==> src/rtl/mii_ho_pkg.sv <==
package mii_ho_pkg;
   typedef enum logic {
      SIDE_A = 1'b0,
      SIDE_B = 1'b1
   } side_e;
endpackage

==> src/rtl/mii_ho_seq.sv <==
// Handover sequencer: accepts requests, owns the target side and the done flag.
module mii_ho_seq
   import mii_ho_pkg::*;
(
   input  logic  clk,
   input  logic  rst_n,
   input  logic  swap_req,
   input  side_e rx_sel,
   input  side_e tx_sel,
   output side_e target,
   output logic  done
);
   logic busy_q;
   logic accept;
   logic arrived;

   assign accept  = swap_req && !busy_q;
   assign arrived = busy_q && (rx_sel == target) && (tx_sel == target);

   always_ff @(posedge clk or negedge rst_n) begin
      if (!rst_n) begin
         target <= SIDE_A;
         busy_q <= 1'b0;
         done   <= 1'b0;
      end else if (accept) begin
         target <= side_e'(~target);
         busy_q <= 1'b1;
         done   <= 1'b0;
      end else if (arrived) begin
         busy_q <= 1'b0;
         done   <= 1'b1;
      end
   end
endmodule

==> src/rtl/mii_ho_rx_route.sv <==
// Receive select and fan-out: moves only inside an inter-frame gap.
module mii_ho_rx_route
   import mii_ho_pkg::*;
#(
   parameter int DATA_W         = 4,
   parameter bit ZERO_IDLE_DATA = 1'b1
) (
   input  logic              clk,
   input  logic              rst_n,
   input  side_e             target,
   input  logic              mii_rx_dv,
   input  logic [DATA_W-1:0] mii_rxd,
   output side_e             rx_sel,
   output logic              a_rx_dv,
   output logic [DATA_W-1:0] a_rxd,
   output logic              b_rx_dv,
   output logic [DATA_W-1:0] b_rxd
);
   always_ff @(posedge clk or negedge rst_n) begin
      if (!rst_n)
         rx_sel <= SIDE_A;
      else if ((rx_sel != target) && !mii_rx_dv)
         rx_sel <= target;
   end

   assign a_rx_dv = mii_rx_dv && (rx_sel == SIDE_A);
   assign b_rx_dv = mii_rx_dv && (rx_sel == SIDE_B);

   generate
      if (ZERO_IDLE_DATA) begin : g_zero
         assign a_rxd = (rx_sel == SIDE_A) ? mii_rxd : '0;
         assign b_rxd = (rx_sel == SIDE_B) ? mii_rxd : '0;
      end else begin : g_bcast
         assign a_rxd = mii_rxd;
         assign b_rxd = mii_rxd;
      end
   endgenerate
endmodule

==> src/rtl/mii_ho_tx_gate.sv <==
// Transmit select: waits for drain, idle enable and a full minimum gap.
module mii_ho_tx_gate
   import mii_ho_pkg::*;
#(
   parameter int DATA_W   = 4,
   parameter int IFG_CLKS = 24
) (
   input  logic              clk,
   input  logic              rst_n,
   input  side_e             target,
   input  logic              live_tx_drained,
   input  logic              a_tx_en,
   input  logic [DATA_W-1:0] a_txd,
   input  logic              b_tx_en,
   input  logic [DATA_W-1:0] b_txd,
   output logic              mii_tx_en,
   output logic [DATA_W-1:0] mii_txd,
   output side_e             tx_sel,
   output logic              a_tx_hold,
   output logic              b_tx_hold
);
   localparam int CNT_W = $clog2(IFG_CLKS + 1);
   localparam logic [CNT_W-1:0] GAP_FULL = CNT_W'(IFG_CLKS);
   localparam logic [CNT_W-1:0] GAP_LAST = CNT_W'(IFG_CLKS - 1);

   logic [CNT_W-1:0] gap_q;
   logic             gap_ok;

   assign mii_tx_en = (tx_sel == SIDE_B) ? b_tx_en : a_tx_en;
   assign mii_txd   = (tx_sel == SIDE_B) ? b_txd   : a_txd;

   // gap_q counts idle cycles already completed; this cycle adds one more
   assign gap_ok = !mii_tx_en && live_tx_drained && (gap_q >= GAP_LAST);

   always_ff @(posedge clk or negedge rst_n) begin
      if (!rst_n)
         gap_q <= GAP_FULL;
      else if (mii_tx_en)
         gap_q <= '0;
      else if (gap_q != GAP_FULL)
         gap_q <= gap_q + 1'b1;
   end

   always_ff @(posedge clk or negedge rst_n) begin
      if (!rst_n)
         tx_sel <= SIDE_A;
      else if ((tx_sel != target) && gap_ok)
         tx_sel <= target;
   end

   assign a_tx_hold = (tx_sel != SIDE_A);
   assign b_tx_hold = (tx_sel != SIDE_B);
endmodule

==> src/rtl/mii_handover_mux.sv <==
module mii_handover_mux
   import mii_ho_pkg::*;
#(
   parameter int DATA_W         = 4,
   parameter int IFG_CLKS       = 24,
   parameter bit ZERO_IDLE_DATA = 1'b1
) (
   input  logic              clk,
   input  logic              rst_n,
   input  logic              swap_req,
   input  logic              mii_rx_dv,
   input  logic [DATA_W-1:0] mii_rxd,
   output logic              a_rx_dv,
   output logic [DATA_W-1:0] a_rxd,
   output logic              b_rx_dv,
   output logic [DATA_W-1:0] b_rxd,
   input  logic              a_tx_en,
   input  logic [DATA_W-1:0] a_txd,
   input  logic              b_tx_en,
   input  logic [DATA_W-1:0] b_txd,
   input  logic              live_tx_drained,
   output logic              mii_tx_en,
   output logic [DATA_W-1:0] mii_txd,
   output logic              a_tx_hold,
   output logic              b_tx_hold,
   output logic              rx_sel,
   output logic              tx_sel,
   output logic              done
);
   generate
      if (DATA_W < 1) begin : g_bad_width
         $error("DATA_W must be at least 1");
      end
      if (IFG_CLKS < 2) begin : g_bad_gap
         $error("IFG_CLKS must be at least 2");
      end
   endgenerate

   side_e target;
   side_e rx_side;
   side_e tx_side;

   mii_ho_seq u_seq (
      .clk      (clk),
      .rst_n    (rst_n),
      .swap_req (swap_req),
      .rx_sel   (rx_side),
      .tx_sel   (tx_side),
      .target   (target),
      .done     (done)
   );

   mii_ho_rx_route #(
      .DATA_W         (DATA_W),
      .ZERO_IDLE_DATA (ZERO_IDLE_DATA)
   ) u_rx (
      .clk       (clk),
      .rst_n     (rst_n),
      .target    (target),
      .mii_rx_dv (mii_rx_dv),
      .mii_rxd   (mii_rxd),
      .rx_sel    (rx_side),
      .a_rx_dv   (a_rx_dv),
      .a_rxd     (a_rxd),
      .b_rx_dv   (b_rx_dv),
      .b_rxd     (b_rxd)
   );

   mii_ho_tx_gate #(
      .DATA_W   (DATA_W),
      .IFG_CLKS (IFG_CLKS)
   ) u_tx (
      .clk             (clk),
      .rst_n           (rst_n),
      .target          (target),
      .live_tx_drained (live_tx_drained),
      .a_tx_en         (a_tx_en),
      .a_txd           (a_txd),
      .b_tx_en         (b_tx_en),
      .b_txd           (b_txd),
      .mii_tx_en       (mii_tx_en),
      .mii_txd         (mii_txd),
      .tx_sel          (tx_side),
      .a_tx_hold       (a_tx_hold),
      .b_tx_hold       (b_tx_hold)
   );

   assign rx_sel = rx_side;
   assign tx_sel = tx_side;
endmodule

==> config.mk <==
export PLATFORM = sky130hd
export DESIGN_NAME = mii_handover_mux
export DESIGN_NICKNAME = d
export VERILOG_FILES = /design/src/rtl/mii_ho_pkg.sv /design/src/rtl/mii_ho_seq.sv /design/src/rtl/mii_ho_rx_route.sv /design/src/rtl/mii_ho_tx_gate.sv /design/src/rtl/mii_handover_mux.sv
export SDC_FILE = /design/constraint.sdc
export NUM_CORES = 1
export LEC_CHECK = 0
export ABC_CLOCK_PERIOD_IN_PS = 2100
export CELL_PAD_IN_SITES_DETAIL_PLACEMENT = 2
export CELL_PAD_IN_SITES_GLOBAL_PLACEMENT = 2
export CORE_MARGIN = 2
export CORE_UTILIZATION = 19
export DETAILED_ROUTE_END_ITERATION = 10
export GPL_ROUTABILITY_DRIVEN = 0
export GPL_TIMING_DRIVEN = 1
export PLACE_DENSITY_LB_ADDON = 0.1
export SLEW_MARGIN = 15
export SYNTH_ARGS = -nofsm -noshare
export SYNTH_HDL_FRONTEND = slang
export SYNTH_SLANG_ARGS = --single-unit
export TNS_END_PERCENT = 1
==> constraint.sdc <==
create_clock -name clk -period 2.1 [get_ports clk]
set_clock_uncertainty 0.15 [all_clocks]
set_input_delay 0.42 -clock clk [delete_from_list [all_inputs] [get_ports clk]]
set_output_delay 0.42 -clock clk [all_outputs]
set_load 0.01 [all_outputs]
Yosys cells after proc, flatten, opt, wreduce, memory -nomap -nowiden. Index checks and enable logic that the tools add are counted.

Bits in registers: 10. Memories: 0. RAM bits: 0. Bits in latches: 0. Output and inout port bits: 20. Memory bits (read-only): 0. Word-level logic and storage cells: 40.

$add $sub $neg: 1. Equal/unequal tests: 5. Bitwise gates (word level): 3. Multiplexer cells: 10. $lt $le $gt $ge: 1. Div/mod/pow operators: 0. Reductions and logical operators: 14. Multiply operators: 0. Shift-type cells: 0.

Operators with widths (number): 4-bit two-way mux (3); 5-bit two-way mux (2); 1-bit logical AND (9); 5-bit by 1-bit adder with 5-bit output, second input constant (1); 5-bit >= comparator, second input constant (1); 1-bit two-way mux (5); 5-bit inequality test, second input constant (1); 2-bit nonzero test (2); 1-bit zero test (3); 1-bit inverter (3); 1-bit == test (2); 1-bit inequality test (2).

Longest topological paths before layout. Gate-level depths: netlist of run 1.

Depth after elaboration: 5. Mapped depth: 5.

By module. A second synthesis of run 1 with hierarchy kept.

Cells, all modules: 61. Area total of the unflattened synthesis: 644.4 um^2.

Modules (own cells, without submodules): mii_ho_tx_gate (area each 390.4 um^2, times used 1, cells an instance 36, sequential area each 152.6 um^2); mii_ho_seq (area each 138.9 um^2, times used 1, cells an instance 12, sequential area each 75.1 um^2); mii_ho_rx_route (area each 115.1 um^2, times used 1, cells an instance 13, sequential area each 25.0 um^2).

Worst setup path before layout of run 1. OpenSTA, ideal clock, no wires.

Path type: flip-flop to flip-flop. Start point: reg u_tx.tx_sel, in the netlist u_tx.a_tx_hold. End point: reg u_tx.tx_sel, in the netlist u_tx.a_tx_hold. Clock period less this slack: 1688 ps. Path buffers: 1. Library setup time: 125 ps. Path slack: 412 ps. Arrival: 1413 ps. Cell stages (with the launch flop): 5. Data required time: 1825 ps. Cells stage by stage: dfrtp_1 > buf_6 > mux2_4 > nor3_2 > mux2_2.

Longest elaborated chain between the ends: 5.

Ends and longest elaborated chain: start, declared (RTL line mii_ho_tx_gate.sv:18) `output side_e tx_sel,`; start signal, assigned (RTL line mii_ho_tx_gate.sv:48) `tx_sel <= target;`; 1-bit two-way mux (RTL line mii_ho_tx_gate.sv:29) `assign mii_tx_en = (tx_sel == SIDE_B) ? b_tx_en : a_tx_en;`; via mii_tx_en (RTL line mii_handover_mux.sv:22) `output logic mii_tx_en,`; 1-bit zero test (RTL line mii_ho_tx_gate.sv:33) `assign gap_ok = !mii_tx_en && live_tx_drained && (gap_q >= GAP_LAST);`; 1-bit logical AND (2 in series) (RTL line mii_ho_tx_gate.sv:33); 1-bit logical AND (RTL line mii_ho_tx_gate.sv:47) `else if ((tx_sel != target) && gap_ok)`.

The timed path passes the listed nets, and every way through them passes these cells. A chain may end at the register's enable or synchronous reset.

Worst setup path in the final report of run 1.
Start point: reg u_tx.tx_sel, in the netlist u_tx.a_tx_hold. End point: out a_tx_hold.

RTL lines: end, declared (RTL line mii_handover_mux.sv:24) `output logic a_tx_hold,`.

No word-level cell between the ends.

==> results of run 1 <==
-- cells in the mapped netlist --
cell type,n
buf_4,1
xor2_1,3
dfrtp_1,8
a22o_1,1
mux2_2,6
or3_2,1
mux2_4,1
buf_6,1
mux2i_1,1
xnor2_1,2
nor2_1,5
nand4b_1,1
clkbuf_1,1
nand2_1,3
nor3_2,1
and2_1,5
a211oi_1,1
inv_1,3
nand2b_1,1
nand3_1,4
nor2b_1,5
dfstp_2,2
ha_1,2
o211ai_1,1
-- report_power, final --
group          switching, mW  internal, mW  total [mW]
combinational          0.141         0.205       0.346
clock                 0.0749         0.105       0.180
sequential            0.0637         0.242       0.306
-- final cells by class --
| class | instances | area [µm²] |
|---|---|---|
| clock buffer | 4 | 36.28 |
| fill | 355 | 2007 |
| inverter | 3 | 11.26 |
| multi-input combinational | 44 | 330.3 |
| sequential | 10 | 255.2 |
| tap | 44 | 55.05 |
| timing repair buffer | 41 | 382.9 |
-- layer usage --
metal  track usage, %  wire (µm)
met2            17.67        818
met5                0          0
met3            5.330        226
met1            12.61        726
met4            5.590         29
-- worst min path at each step --
stage,start,cells past startpoint,endpoint,slack (ps)
after global routing,rst_n,1,u_tx.gap_q[2],350
after CTS,rst_n,1,u_tx.gap_q[2],320
after global placement,u_seq.done,1,u_seq.done,350
final,rst_n,1,u_tx.gap_q[2],320
after floorplan,rst_n,0,u_rx.rx_sel,-30
after detailed placement,u_seq.done,1,u_seq.done,360
-- worst max-delay path: stages, from the launching register on --
cell and delay [ps]:
dfrtp_2 450, buf_4 160, clkdlybuf4s50_1 540
-- kinds of logic after synthesis --
| kind of cell | Yosys count | share of synthesized area [%] |
|---|---|---|
| buffers and inverters | 6 | 5.476 |
| DFF | 10 | 40.97 |
| and+or+nand+nor | 26 | 23.53 |
| AOI/OAI and AO/OA | 3 | 3.855 |
| muxes | 8 | 15.01 |
| xor gates and xnor gates | 5 | 7.101 |
| adders and majority gates | 2 | 4.056 |
-- through the flow --
step | total power, mW | hold slack (ps) | util (%) | TNS (ps) | setup WS (ps)
floorplan | 0.4710 | -25.59 | - | 0 | 412.2
CTS | 0.8551 | 323.4 | 34.80 | 0 | 61.46
global route | 0.8994 | 347.4 | 34.80 | 0 | 35.52
global placement | 0.7012 | 349.9 | 34.19 | -367.5 | -55.78
detailed placement | 0.7054 | 361.2 | 34.19 | -591.5 | -99.62
finish | 0.8323 | 315.6 | 34.80 | 0 | 100.8
-- registers in the layout, indices dropped and copies added, names as in the netlist --
signal / cells
u_tx.gap_q: 5
u_tx.a_tx_hold: 1
u_seq.busy_q: 1
u_seq.target: 1
u_seq.done: 1
u_rx.rx_sel: 1
-- what timing repair did --
| action | CTS | global route |
|---|---|---|
| setup buffers | 0 | 0 |
| endpoints found under the setup margin | 17 | 0 |
| gates resized for setup | 18 | 0 |
| hold endpoints to repair | 0 | 0 |
==> results.cfg, run 1 <==
[run_status]
status = completed

[floorplan]
dieArea_mm2 = 0.003719
die_y_um = 60.98
io_pins = 39
rows = 20
start_util_pct = 20.04
dieWidth_um = 60.98
coreArea_mm2 = 0.003078

[critical_path]
reg2reg_to = u_tx.a_tx_hold
arrival_ps = 1430
cp_data_required_time_ps = 1530
crit_path_end = a_tx_hold
cp_max_fo = 7
r2r-start = u_tx.a_tx_hold
crit_type = flip-flop to output pin
worstSetupStartpoint = u_tx.a_tx_hold
reg2reg_slack_ps = 350
reg2regPathDepth = 4
worst_setup_path_end_kind = output pin
cp-start-kind = flip-flop

[drt]
via_count = 589
drt-total-wl_um = 1800
drc = 0
wl_per_cell_um = 12.33
firstDrtPassIters = 4
vias_per_cell = 4.034
ant_nets = 0
drtIter0Drc = 12

[finish]
fin_cells = 146
most-common-layout-cells = clkdlybuf4s50_1 (22), dlygate4sd2_1 (16), mux2_2 (6), dfrtp_1 (6)
final_area_mm2 = 0.001071
drive_above_1_share_pct = 19.61
final_common_cell = clkdlybuf4s50_1
nets = 124
num_antenna_cells = 0
area_growth_pct = 73.63

[clock_tree]
clk_latency_ps = 270
clk_pin_slew_ps = 80
cts_hold_buf = 0
cts_tree = done
numCtsBuffers = 3
cts_buffer_depth = 2
cts.sinks = 10
ctsHtreeMaxLevel = 1
clockRootBuffer = clkbuf_4

[timing]
fin_crit_ps = 1999
slew-limit-headroom_pct = 68.27
period_share_pct = 95.20
rsz0062_at_grt = no
tightest_slew_ps = 474.5
hold_viol = 0
setup_viol = 0
fmax_ghz = 0.5002
maxSlewViolCount = 0

[grt]
grt_use_total_pct = 11.18
antenna_found_initial = 0
grt_max_degree = 15
grt_pass1_wl_um = 3008
overflow = 0
grt_pass1_vias = 681

[yosys]
yosysSeqAreaShare_pct = 40.97
synth.area.top_cells = dfrtp_1 (32%), mux2_2 (11%), dfstp_2 (8.5%), and2_1 (5.1%), nor2b_1 (5.1%)
synth_top_area_share_pct = 32.45
synthCells = 60
synth_cell_types = 24
synth_nets = 81
ys_warn_count = 0
synth_area_um2 = 616.8
syn_area_per_cell_um2 = 10.28
ys_seq_elements = 10
synth_area_leader_cell = dfrtp_1

[power]
p_leak_nw = 0.4787
peakVddDrop_uv = 224.4
pwr_density_cell_mw_per_mm2 = 777.1

[place]
dp_cells = 142
dp_hpwl_um = 1477
dpl-instance-area_mm2 = 0.001052
io_buffer_count = 38

[worst_hold_path]
hp-class = primary input to asynchronous set/reset pin

[run]
maxCapViolations = 0
Note: power is estimated with default switching activity, not from simulation.
==> run 2: changes to the inputs <==
--- a/config.mk
+++ b/config.mk
@@ -8,12 +8,12 @@
 export ABC_CLOCK_PERIOD_IN_PS = 2100
 export CELL_PAD_IN_SITES_DETAIL_PLACEMENT = 2
 export CELL_PAD_IN_SITES_GLOBAL_PLACEMENT = 2
-export CORE_MARGIN = 2
 export CORE_UTILIZATION = 19
 export DETAILED_ROUTE_END_ITERATION = 10
 export GPL_ROUTABILITY_DRIVEN = 0
 export GPL_TIMING_DRIVEN = 1
 export PLACE_DENSITY_LB_ADDON = 0.1
+export SKIP_CTS_REPAIR_TIMING = 1
 export SLEW_MARGIN = 15
 export SYNTH_ARGS = -nofsm -noshare
 export SYNTH_HDL_FRONTEND = slang
==> run 2 against run 1 <==
Net effect:
- non-clock buffer count is the same
- routed wire length grew 4.3%
- global-route usage grew 0.56 points
- via count grew 2.5%
- combinational power grew 7.2%
- count of clock-buffer cells in the layout is the same
- setup slack gained 19 ps
- register-to-register slack is essentially flat
==> results.cfg, run 2 (synthesis results as in run 1) <==
[timing]
period_share_pct = 94.28
slew-limit-headroom_pct = 68.78
fin_tns_setup_ps = 0
setup_viol = 0
rsz0062_at_grt = no
fmax_ghz = 0.5051
maxSlewViolCount = 0
fin_crit_ps = 1980
holdWs_ps = 323.1
tightest_slew_ps = 466.8
hold_viol = 0

[critical_path]
cp-start-kind = flip-flop
arrival_ps = 1410
r2r-start = u_tx.a_tx_hold
crit_type = flip-flop to output pin
reg2regPathDepth = 4
crit_chain = buf_4 > clkdlybuf4s50_1
cp_max_fo = 7
slowest_stage = clkdlybuf4s50_1
slowest_delay_ps = 550
cp_data_required_time_ps = 1530
worst_setup_path_end_kind = output pin
worstSetupStartpoint = u_tx.a_tx_hold

[power]
p_leak_nw = 0.6223
combPwrFrac_pct = 45.3
peakVddDrop_uv = 215.6
p_int_mw = 0.5474
pwr_density_cell_mw_per_mm2 = 730.5
pwr-share-clk_pct = 17.1
power.switching_mw = 0.2716
seqPwrFrac_pct = 37.5
switching_share_pct = 33.16

[drt]
drc = 0
wl_per_cell_um = 12.86
drtIter0Drc = 9
ant_nets = 0
via_count = 604
firstDrtPassIters = 2
vias_per_cell = 4.137
drt-total-wl_um = 1877

[floorplan]
start_util_pct = 20.04
dieArea_mm2 = 0.003479
rows = 20
die_y_um = 58.98
io_pins = 39
coreArea_mm2 = 0.003078
dieWidth_um = 58.98

[clock_tree]
clockRootBuffer = clkbuf_4
clk_latency_ps = 260
numCtsBuffers = 3
clk_pin_slew_ps = 70
cts_tree = done
cts_buffer_depth = 2
ctsHtreeMaxLevel = 1
cts.sinks = 10

[grt]
grt_pass1_vias = 671
overflow = 0
grt_pass1_wl_um = 3008
antenna_found_initial = 0
grt_use_total_pct = 11.74
grt_max_degree = 15

[place]
dp_hpwl_um = 1501
io_buffer_count = 38

[finish]
final_common_cell = clkdlybuf4s50_1
drive_above_1_share_pct = 18.63
most-common-layout-cells = clkdlybuf4s50_1 (22), dlymetal6s2s_1 (16), mux2_2 (6), dfrtp_1 (6)
nets = 124
area_growth_pct = 81.75
regMostFlops = u_tx.gap_q
num_antenna_cells = 0
largest_reg_flops = 5

[run_status]
status = completed

[worst_hold_path]
hp-class = primary input to asynchronous set/reset pin

[run]
maxCapViolations = 0
-- run 2: final cells by class --
cell class	count	area, µm²
Multi-Input combinational cell	44	330.3
Timing Repair Buffer	41	442.9
Inverter	3	11.26
Sequential cell	10	255.2
Clock buffer	4	26.28
Fill cell	341	1957
Tap cell	44	55.05
-- run 2: path summary, 6_finish.rpt --
kind | to | slack, ps
setup / recovery | a_tx_hold | 120
hold / removal | u_rx.rx_sel | 320
setup reg to reg | u_tx.a_tx_hold | 340
hold reg to reg | u_seq.done | 360
max in group asynchronous | u_tx.gap_q[4] | 1130
min in group clk | u_seq.done | 360
-- run 2: routing by layer --
layer / GRT usage, % / up-vias / routed length, µm
met2: 19.32 / 29 / 931
li1: - / 281 / -
met4: 3.061 / 0 / 13
met5: 0 / - / 0
met3: 6.987 / 2 / 203
met1: 12.82 / 292 / 728
-- run 2: per-stage QoR --
step           power, mW  std cells  instance area (µm²)  util, %  worst slack, ps
6_report          0.8190        146                 1121    36.42            120.1
5_1_grt           0.8861        146                 1121    36.42            40.82
4_1_cts           0.8556        146                 1079    35.04           -125.5
3_5_place_dp      0.7043        142                 1052    34.19           -83.97
3_3_place_gp      0.7014        142                 1052    34.19           -53.37
2_1_floorplan     0.4710         60                616.8        -            412.2
-- run 2: power groups by stage --
stage	combinational (mW)	sequential, mW	clock (mW)
floorplan	0.182	0.289	0
global placement	0.391	0.310	0
detailed placement	0.393	0.311	0
CTS	0.397	0.308	0.150
global route	0.406	0.320	0.160
finish	0.371	0.307	0.140
-- run 2: critical path: cells and delay by family, from the launching register on --
| family | cells | cell delay (ps) |
|---|---|---|
| buffers and inverters | 2 | 710 |
| flip-flops | 1 | 440 |
==> run 3: changes to the inputs <==
--- a/config.mk
+++ b/config.mk
@@ -14,7 +14,6 @@
 export GPL_TIMING_DRIVEN = 1
 export PLACE_DENSITY_LB_ADDON = 0.1
 export SKIP_CTS_REPAIR_TIMING = 1
-export SLEW_MARGIN = 15
 export SYNTH_ARGS = -nofsm -noshare
 export SYNTH_HDL_FRONTEND = slang
 export SYNTH_SLANG_ARGS = --single-unit
==> results of run 3 <==
No change in the layout: final DEF, timing and power equal those of run 2.
